--- config.mk ---
export PLATFORM = sky130hd
export DESIGN_NAME = bus_cycle_splitter
export DESIGN_NICKNAME = d
export VERILOG_FILES = /design/src/rtl/bcs_pkg.sv /design/src/rtl/bcs_planner.sv /design/src/rtl/bcs_lane_mux.sv /design/src/rtl/bus_cycle_splitter.sv
export SDC_FILE = /design/constraint.sdc
export NUM_CORES = 1
export LEC_CHECK = 0
export ABC_AREA = 1
export ABC_CLOCK_PERIOD_IN_PS = 4900
export BUFFER_PORTS_ARGS = -buffer_cell sky130_fd_sc_hd__buf_2
export CORE_UTILIZATION = 50
export DETAILED_ROUTE_END_ITERATION = 8
export PLACE_DENSITY = 0.79
export SLEW_MARGIN = 40
export SYNTH_ARGS = -nofsm -noshare
export SYNTH_HDL_FRONTEND = slang
export SYNTH_SLANG_ARGS = --single-unit
--- constraint.sdc ---
create_clock -name clk_i -period 4.9 [get_ports clk_i]
set_input_delay 0.49 -clock clk_i [delete_from_list [all_inputs] [get_ports clk_i]]
set_output_delay 0.49 -clock clk_i [all_outputs]
set_load 0.1 [all_outputs]
--- src/rtl/bcs_pkg.sv ---
package bcs_pkg;
  localparam int unsigned DATA_W = 32;
  localparam int unsigned LANE_W = 16;
  localparam int unsigned NBYTES = DATA_W / 8;
  localparam int unsigned OFF_W  = $clog2(NBYTES) + 1;

  typedef enum logic [1:0] {
    SZ_BYTE = 2'd0,
    SZ_HALF = 2'd1,
    SZ_WORD = 2'd2,
    SZ_WRD3 = 2'd3
  } size_e;

  function automatic logic [OFF_W-1:0] size_bytes(input logic [1:0] sz);
    case (sz)
      SZ_BYTE: return OFF_W'(1);
      SZ_HALF: return OFF_W'(2);
      default: return OFF_W'(4);
    endcase
  endfunction
endpackage

--- src/rtl/bcs_planner.sv ---
module bcs_planner
  import bcs_pkg::*;
#(
  parameter int unsigned ADDR_W = 32
) (
  input  logic [ADDR_W-1:0] base_i,
  input  logic [1:0]        size_i,
  input  logic [OFF_W-1:0]  off_i,
  input  logic              narrow_i,
  output logic [ADDR_W-1:0] addr_o,
  output logic              half_o,
  output logic [OFF_W-1:0]  step_o,
  output logic              last_o
);
  logic [OFF_W-1:0] total;
  logic [OFF_W-1:0] remain;

  always_comb begin
    total  = size_bytes(size_i);
    remain = total - off_i;
    addr_o = base_i + ADDR_W'(off_i);
    // halfword only when address is even and two bytes remain
    half_o = !narrow_i && !addr_o[0] && (remain >= OFF_W'(2));
    step_o = half_o ? OFF_W'(2) : OFF_W'(1);
    last_o = (step_o == remain);
  end
endmodule

--- src/rtl/bcs_lane_mux.sv ---
module bcs_lane_mux
  import bcs_pkg::*;
(
  input  logic              half_i,
  input  logic              narrow_i,
  input  logic              addr0_i,
  input  logic [OFF_W-1:0]  off_i,
  input  logic [DATA_W-1:0] wdata_i,
  input  logic [LANE_W-1:0] rdata_i,
  output logic [1:0]        be_o,
  output logic [LANE_W-1:0] wdata_o,
  output logic [7:0]        rbyte0_o,
  output logic [7:0]        rbyte1_o
);
  logic [7:0] wb0;
  logic [7:0] wb1;
  logic       upper;

  always_comb begin
    wb0   = wdata_i[8*off_i[1:0] +: 8];
    wb1   = wdata_i[8*(off_i[1:0] + 2'd1) +: 8];
    upper = addr0_i && !narrow_i;
    if (half_i) begin
      be_o     = 2'b11;
      wdata_o  = {wb1, wb0};
      rbyte0_o = rdata_i[7:0];
      rbyte1_o = rdata_i[15:8];
    end else begin
      be_o     = upper ? 2'b10 : 2'b01;
      wdata_o  = {wb0, wb0};
      rbyte0_o = upper ? rdata_i[15:8] : rdata_i[7:0];
      rbyte1_o = 8'h00;
    end
  end
endmodule

--- src/rtl/bus_cycle_splitter.sv ---
module bus_cycle_splitter
  import bcs_pkg::*;
#(
  parameter int unsigned ADDR_W = 32
) (
  input  logic              clk_i,
  input  logic              rst_ni,
  input  logic              req_valid_i,
  input  logic [ADDR_W-1:0] req_addr_i,
  input  logic [1:0]        req_size_i,
  input  logic              req_write_i,
  input  logic [DATA_W-1:0] req_wdata_i,
  input  logic              req_narrow_i,
  output logic              busy_o,
  output logic              done_o,
  output logic [DATA_W-1:0] rdata_o,
  output logic              bus_valid_o,
  output logic [ADDR_W-1:0] bus_addr_o,
  output logic              bus_half_o,
  output logic [1:0]        bus_be_o,
  output logic              bus_we_o,
  output logic [LANE_W-1:0] bus_wdata_o,
  input  logic [LANE_W-1:0] bus_rdata_i,
  input  logic              bus_ready_i
);
  logic              busy_q, done_q, narrow_q, we_q;
  logic [ADDR_W-1:0] base_q;
  logic [1:0]        size_q;
  logic [DATA_W-1:0] wdata_q, acc_q, rdata_q, acc_d;
  logic [OFF_W-1:0]  off_q, step;
  logic              last, half, accept, adv;
  logic [ADDR_W-1:0] cur_addr;
  logic [7:0]        rb0, rb1;

  assign accept = req_valid_i && !busy_q;
  assign adv    = busy_q && bus_ready_i;

  bcs_planner #(.ADDR_W(ADDR_W)) u_planner (
    .base_i  (base_q),
    .size_i  (size_q),
    .off_i   (off_q),
    .narrow_i(narrow_q),
    .addr_o  (cur_addr),
    .half_o  (half),
    .step_o  (step),
    .last_o  (last)
  );

  bcs_lane_mux u_lanes (
    .half_i  (half),
    .narrow_i(narrow_q),
    .addr0_i (cur_addr[0]),
    .off_i   (off_q),
    .wdata_i (wdata_q),
    .rdata_i (bus_rdata_i),
    .be_o    (bus_be_o),
    .wdata_o (bus_wdata_o),
    .rbyte0_o(rb0),
    .rbyte1_o(rb1)
  );

  for (genvar k = 0; k < NBYTES; k++) begin : g_acc
    always_comb begin
      if (adv && (off_q == OFF_W'(k)))
        acc_d[8*k +: 8] = rb0;
      else if (adv && half && (off_q + OFF_W'(1) == OFF_W'(k)))
        acc_d[8*k +: 8] = rb1;
      else
        acc_d[8*k +: 8] = acc_q[8*k +: 8];
    end
  end

  always_ff @(posedge clk_i or negedge rst_ni) begin
    if (!rst_ni) begin
      busy_q   <= 1'b0;
      done_q   <= 1'b0;
      narrow_q <= 1'b0;
      we_q     <= 1'b0;
      base_q   <= '0;
      size_q   <= '0;
      wdata_q  <= '0;
      acc_q    <= '0;
      rdata_q  <= '0;
      off_q    <= '0;
    end else begin
      done_q <= 1'b0;
      if (accept) begin
        busy_q   <= 1'b1;
        narrow_q <= req_narrow_i;
        we_q     <= req_write_i;
        base_q   <= req_addr_i;
        size_q   <= req_size_i;
        wdata_q  <= req_wdata_i;
        acc_q    <= '0;
        off_q    <= '0;
      end else if (adv) begin
        acc_q <= acc_d;
        off_q <= off_q + step;
        if (last) begin
          busy_q  <= 1'b0;
          done_q  <= 1'b1;
          rdata_q <= acc_d;
        end
      end
    end
  end

  assign busy_o      = busy_q;
  assign done_o      = done_q;
  assign rdata_o     = rdata_q;
  assign bus_valid_o = busy_q;
  assign bus_addr_o  = cur_addr;
  assign bus_half_o  = half;
  assign bus_we_o    = we_q;
endmodule

==> metrics.md, run 1 <==
| Metric | Value |
|---|---|
| Drt wl/cell | 14.9 um |
| TritonRoute pass-1 iters | 5 |
| Worst r2r dst | rdata_o[4] |
| CTS resizes | 0 |
| Crit path depth | 9 |
| Crit Path Category | reg2out |
| Die height | 123 um |
| Met1 wire length | 8520 um |
| Max Transition Viols Final | 0 |
| Startpoint Class | flop |
| Avg Inst Size Synth | 7.64 um2 |
| CP arrival | 3.14 ns |
| Met2 Routed Length | 9500 um |
| Iteration-0 DRC Markers | 562 |
| Synth unique cells | 39 |
| Post-route minimum period | 3.63 ns |
| Worst-margin pin slew | 0.688 ns |
| Crit path max fanout | 21 |
| Reg2Reg Setup Slack | 1.91 ns |
| TritonCTS clock tree | yes |
| Bufs and invs on worst path | 2 |
| CP Capture Point | bus_wdata_o[14] |
| Ys async rst share | 100% |
| I/O Buffers | 174 |
| CTS H-tree depth | 4 |
| HP Class | in2reg |
| RSZ-0062 raised after global routing | no |
| Number of synthesis warnings | 0 |
| Post-synth top area share | 47.1% |
| Synth area leader | dfrtp_1 |
| Fillers | 1281 |
| Ant diodes | 0 |
| Worst setup EP type | output pin |
| Initial antenna violation count | 0 |
| Number of cells on the worst reg-to-reg path | 10 |
| Syn_nets | 1049 |
| Vias in the first global route | 6449 |
| First-pass GRT wire length | 31700 um |
| Initial Utilization | 51.8% |
| Cell Rows | 43 |
| Delay-heaviest family, CP | buffers and inverters |
| Number of flops mapped to enable cells by yosys | 0 |
| Top layer in use | met4 |
| Die area | 15000 um2 |
| Routability cong. | 0.910 |
| Final wirelength | 19600 um |
| Outcome | finished, final reports clean |
| Highest-delay cell along the critical path | fa_1 |
| Routed Antenna Nets | 0 |
| CTS max path bufs | 2 |
| Overflow after GRT | 0 |
| FMAX | 0.275 GHz |
| Post-DR vias/cell | 5.24 |
| Mapped Area | 7280 um2 |
| HPWL Detailed | 13800 um |
| #FFs+latches synth | 137 |
| Max cap viols | 0 |
| Crit path launch | size_q[0] |
| Cells after synthesis | 953 |
| Largest net degree at the start of global routing | 103 |
| Final period util | 74.2% |
| Placeable Area | 14000 um2 |
| Met3 WL | 1110 um |
| Total negative slack | 0 ns |
| Synth top cells by count | 424 x nand2_1, 137 x dfrtp_1, 80 x nand3_1 |
| Die X | 123 um |
| Top post-synthesis cells by area | dfrtp_1 47%, nand2_1 22%, nand3_1 5.5%, nor2_1 3.5%, xor2_1 2.4% |
| CP required | 4.41 ns |
| Slowest Stage Delay on Critical Path | 0.51 ns |
| Syn-to-layout area delta | 21.4% |
| Worst Skew | 0.00553 ns |
| Worst-path cell chain | or2_2 -> ha_1 -> fa_1 -> nand3_4 -> nand2_4 -> inv_2 -> nor2_1 -> a31oi_1 -> buf_2 |
| Share of cells above drive strength 1 | 21.9% |
| Top_reg_cell synth | dfrtp_1 |
| Clock tree sinks | 137 |
| Worst slew margin | 54.1% |
| GRT Total Usage | 27.6% |
| Vias | 6864 |
| Top Ports | 175 |
| Final Hold Fails | 0 |
| DRC | 0 |
| CTS clock-pin slew for the worst setup and hold paths | 0.06 ns |
| TritonCTS Buffers | 17 |
| FF-to-FF Start | size_q[0] |
| Root Driver | clkbuf_16 |
| Register area share after synthesis | 47.1% |
| Fin nets | 1214 |
| Clk_lat worst skew | 0.42 ns |
| Count leader, synth | nand2_1 |
| Setup-failing EPs final | 0 |
## how the worst min path moves through the flow
| stage | end | slack (ns) | startpoint | cells after the start |
|---|---|---|---|---|
| after floorplan | acc_q[0] | 0.19 | rst_ni | 0 |
| after CTS | base_q[31] | 0.13 | rst_ni | 1 |
| after global routing | base_q[5] | 0.27 | req_addr_i[5] | 3 |
| after global placement | rdata_o[10] | 0.46 | rdata_o[10] | 2 |
| final | wdata_q[2] | 0.26 | req_wdata_i[2] | 3 |
| after detailed placement | rdata_o[18] | 0.46 | rdata_o[18] | 2 |
## cell type report
type	count	area, um2	share of cell area (%)
Clock buffer	26	509	5.76
Clock inverter	6	38.8	0.439
Inverter	55	208	2.35
Multi-Input combinational cell	727	3480	39.4
Sequential cell	137	3430	38.8
Tap cell	180	225	2.55
Timing Repair Buffer	180	948	10.7
## worst register-to-register path, cell delays in order (launching register included)
cell and delay, ns:
dfrtp_1 0.38, or2_2 0.30, ha_1 0.19, fa_1 0.51, nand2_1 0.10, nand2_1 0.05, nor2_1 0.09, and3_1 0.60
inv_2 0.42, nand2_1 0.18, nand2_1 0.06
## cells in the final DEF, fill, tap and decap left out, types with 2 or more instances in the layout
cell and n:
a21oi_1 6, a221oi_1 3, a22oi_1 18, a31oi_1 5
and3_1 2, buf_2 173, buf_4 4, clkbuf_1 4
clkbuf_16 17, clkbuf_8 5, clkinv_2 4, clkinvlp_4 2
dfrtp_1 137, fa_1 3, ha_1 5, inv_1 44
inv_2 10, mux2i_1 4, nand2_1 423, nand2_2 6
nand2_4 2, nand3_1 80, nand3_2 2, nand3_4 2
nand4_1 8, nor2_1 68, nor2_2 3, nor2_4 8
nor3_1 10, nor3_2 2, nor4_1 4, o211ai_1 3
o21ai_0 22, or2_2 2, xnor2_1 11, xor2_1 20
## flip-flops by register name (all words and copies together) (netlist names)
signal / count
size_q: 2
off_q: 3
bus_valid_o: 1
base_q: 32
rdata_o: 32
done_o: 1
narrow_q: 1
acc_q: 32
bus_we_o: 1
wdata_q: 32
## stage by stage
stage	setup WS (ns)	util [%]	area (um2)	std cells	hold WS, ns
final	1.27	62.9	8840	1311	0.262
after global routing	1.05	62.9	8840	1311	0.265
after CTS	1.26	62.7	8800	1309	0.128
after detailed placement	1.72	58.8	8250	1277	0.461
after global placement	1.80	58.7	8240	1277	0.460
after floorplan	0.563	-	7280	953	0.194
## cell families (layout without fill, tap and decap cells)
logic type      Yosys count  in the layout  share of synthesized area, %
compound gates           59             59                          5.09
xor+xnor                 31             31                          3.73
buf+inv                  89            267                          5.24
fa+ha+maj                 8              8                          1.68
flops                   137            137                          47.1
simple gates            625            625                          36.6
mux                       4              4                         0.550
## what timing repair did
item                                   4_1_cts  5_1_grt
buffers inserted                             0        0
hold buffers                                 0        1
endpoints found under the hold margin        0       23
## per-layer routing
metal / vias up / GRT usage (%)
met3: 36 / 5.67
met5: - / 0
met1: 3210 / 36.0
li1: 3365 / -
met4: 0 / 11.3
met2: 253 / 44.6
Power of run 1 is not shown: default switching activity piles up to over one toggle a cycle in this logic, so the estimate is an artifact.
==> run 2: changes to the inputs <==
Settings changed: ABC_CLOCK_PERIOD_IN_PS 4900 to 3800.
Clock period 4.9 ns to 3.8 ns, I/O delays scaled along.
==> run 2 against run 1 <==
Compared with the run above:
- critical path depth is 2 higher
- hold slack worse by 0.26 ns
- wire length is 2.3% higher
- die area stayed put
==> metrics.md, run 2 (synthesized netlist as in run 1, its figures left out) <==
| Metric | Value |
|---|---|
| Outcome | finished, final reports clean |
| Post-CTS Setup Bufs | 0 (unchanged) |
| Multi-input logic area | 3500 um2 (+0.76%) |
| FMAX | 0.279 GHz |
| Overflow after GRT | 0 (unchanged) |
| Die X | 123 um (unchanged) |
| Fin nets | 1214 (unchanged) |
| Clock tree sinks | 137 (unchanged) |
| Crit path max fanout | 21 (unchanged) |
| Slowest Stage Delay on Critical Path | 0.45 ns (-0.06 ns) |
| FF-to-FF Start | size_q[0] |
| HPWL Detailed | 14200 um (+3.1%) |
| Syn-to-layout area delta | 21.5% (about the same) |
| Initial Utilization | 51.8% (unchanged) |
| Register cell area after layout | 3430 um2 (unchanged) |
| CTS resizes | 0 (unchanged) |
| CTS H-tree depth | 4 (unchanged) |
| TritonRoute pass-1 iters | 5 (unchanged) |
| Root Driver | clkbuf_16 |
| First-pass GRT wire length | 32200 um (+1.6%) |
| HP Class | in2async |
| WHS | 0.0000152 ns (-0.262 ns) |
| Ant diodes | 0 (unchanged) |
| Core Util, Final | 63.0% (about the same) |
| Vias | 6991 (+1.9%) |
| Iteration-0 DRC Markers | 607 (+8.0%) |
| Worst r2r dst | rdata_o[27] |
| RSZ-0062 raised after global routing | no |
| Largest net degree at the start of global routing | 92 (-11%) |
| GRT Total Usage | 28.0% (+0.40 points) |
| Bufs and invs on worst path | 3 (+1) |
| Max Transition Viols Final | 0 (unchanged) |
| Fillers | 1283 (+0.16%) |
| Initial antenna violation count | 0 (unchanged) |
| I/O Buffers | 174 (unchanged) |
| Drt wl/cell | 15.3 um (+2.4%) |
| Worst-path cell chain | or2_2 -> ha_1 -> fa_1 -> inv_1 -> nand2_1 -> nand3_4 -> nand2_4 -> inv_2 -> nor2_1 -> a31oi_2 -> buf_2 |
| Clk_lat worst skew | 0.42 ns (about the same) |
| Share of cells above drive strength 1 | 22.4% (+0.46 points) |
| Final wirelength | 20000 um (+2.3%) |
| Hold bufs inserted after CTS | 0 (unchanged) |
| Placeable Area | 14000 um2 (unchanged) |
| Worst Skew | 0.00733 ns (+0.00179 ns) |
| Crit Path Category | reg2out |
| CTS max path bufs | 2 (unchanged) |
| Post-DR vias/cell | 5.34 (+1.9%) |
| Reg2Reg Setup Slack | 1.03 ns (-0.88 ns) |
| Post-route minimum period | 3.58 ns |
| Worst-margin pin slew | 0.747 ns (+0.0588 ns) |
| Delay-heaviest family, CP | buffers and inverters |
| Highest-delay cell along the critical path | buf_2 |
| TritonCTS clock tree | yes |
| TritonCTS Buffers | 17 (unchanged) |
| DRC | 0 (unchanged) |
| Most common cell after layout, fill and taps aside | nand2_1 |
| Worst slew margin | 50.2% (-3.9 points) |
| CP arrival | 3.20 ns (+0.06 ns) |
| Number of cells on the worst reg-to-reg path | 13 (+3) |
| Die height | 123 um (unchanged) |
| Worst setup EP type | output pin |
| Cell Rows | 43 (unchanged) |
| Die area | 15000 um2 (unchanged) |
| CP required | 3.42 ns (-0.99 ns) |
| Vias in the first global route | 6551 (+1.6%) |
| Top Ports | 175 (unchanged) |
| CTS clock-pin slew for the worst setup and hold paths | 0.05 ns (about the same) |
| Setup-failing EPs final | 0 (unchanged) |
| Final Hold Fails | 0 (unchanged) |
| Most frequent cells in the layout | 423 x nand2_1, 173 x buf_2, 137 x dfrtp_1 |
| Routability cong. | 0.876 (-3.7%) |
| Final period util | 94.2% |
| Max cap viols | 0 (unchanged) |
| Startpoint Class | flop |
| Routed Antenna Nets | 0 (unchanged) |
## run 2: cell count changes in the layout (fill, tap and decap cells not counted), sizes merged
cell         change
clkbuf           -2
inv              +2
bufinv           +1
dlygate4sd3      -1
clkinvlp         -1
## run 2: routing by layer
layer	wire length (um)	global-route usage, %	part of all wire (%)	vias up
met5	0	0	0	-
met4	623	14.2	3.1	0
met3	1340	4.83	6.7	55
met2	9600	44.2	48	308
met1	8480	36.9	42	3250
li1	-	-	-	3378
## run 2: final cells by class
cell class	instances	share of cell area, %
Sequential cell	137	38.8
Inverter	55	2.36
Multi-Input combinational cell	727	39.6
Clock buffer	23	5.29
Timing Repair Buffer	180	10.6
Tap cell	180	2.55
Clock inverter	8	0.806
## run 2: per-stage QoR
step	setup TNS (ns)	std cells	area (um2)	worst slack (ns)
after floorplan	-1.28	953	7310	-0.427
after global placement	0	1279	8300	0.750
after detailed placement	0	1279	8300	0.666
after CTS	0	1310	8840	0.209
after global routing	0	1310	8840	0.0680
final	0	1310	8840	0.219
## run 2: worst max-delay path by stage
stage / startpoint / end / depth (start not counted)
floorplan: size_q[0] / bus_wdata_o[10] / 7
global placement: size_q[0] / bus_wdata_o[14] / 9
detailed placement: size_q[0] / bus_wdata_o[13] / 11
CTS: size_q[0] / bus_wdata_o[13] / 11
global route: size_q[0] / bus_wdata_o[13] / 11
finish: size_q[0] / bus_wdata_o[13] / 11
Power of run 2 is left out for the same reason.
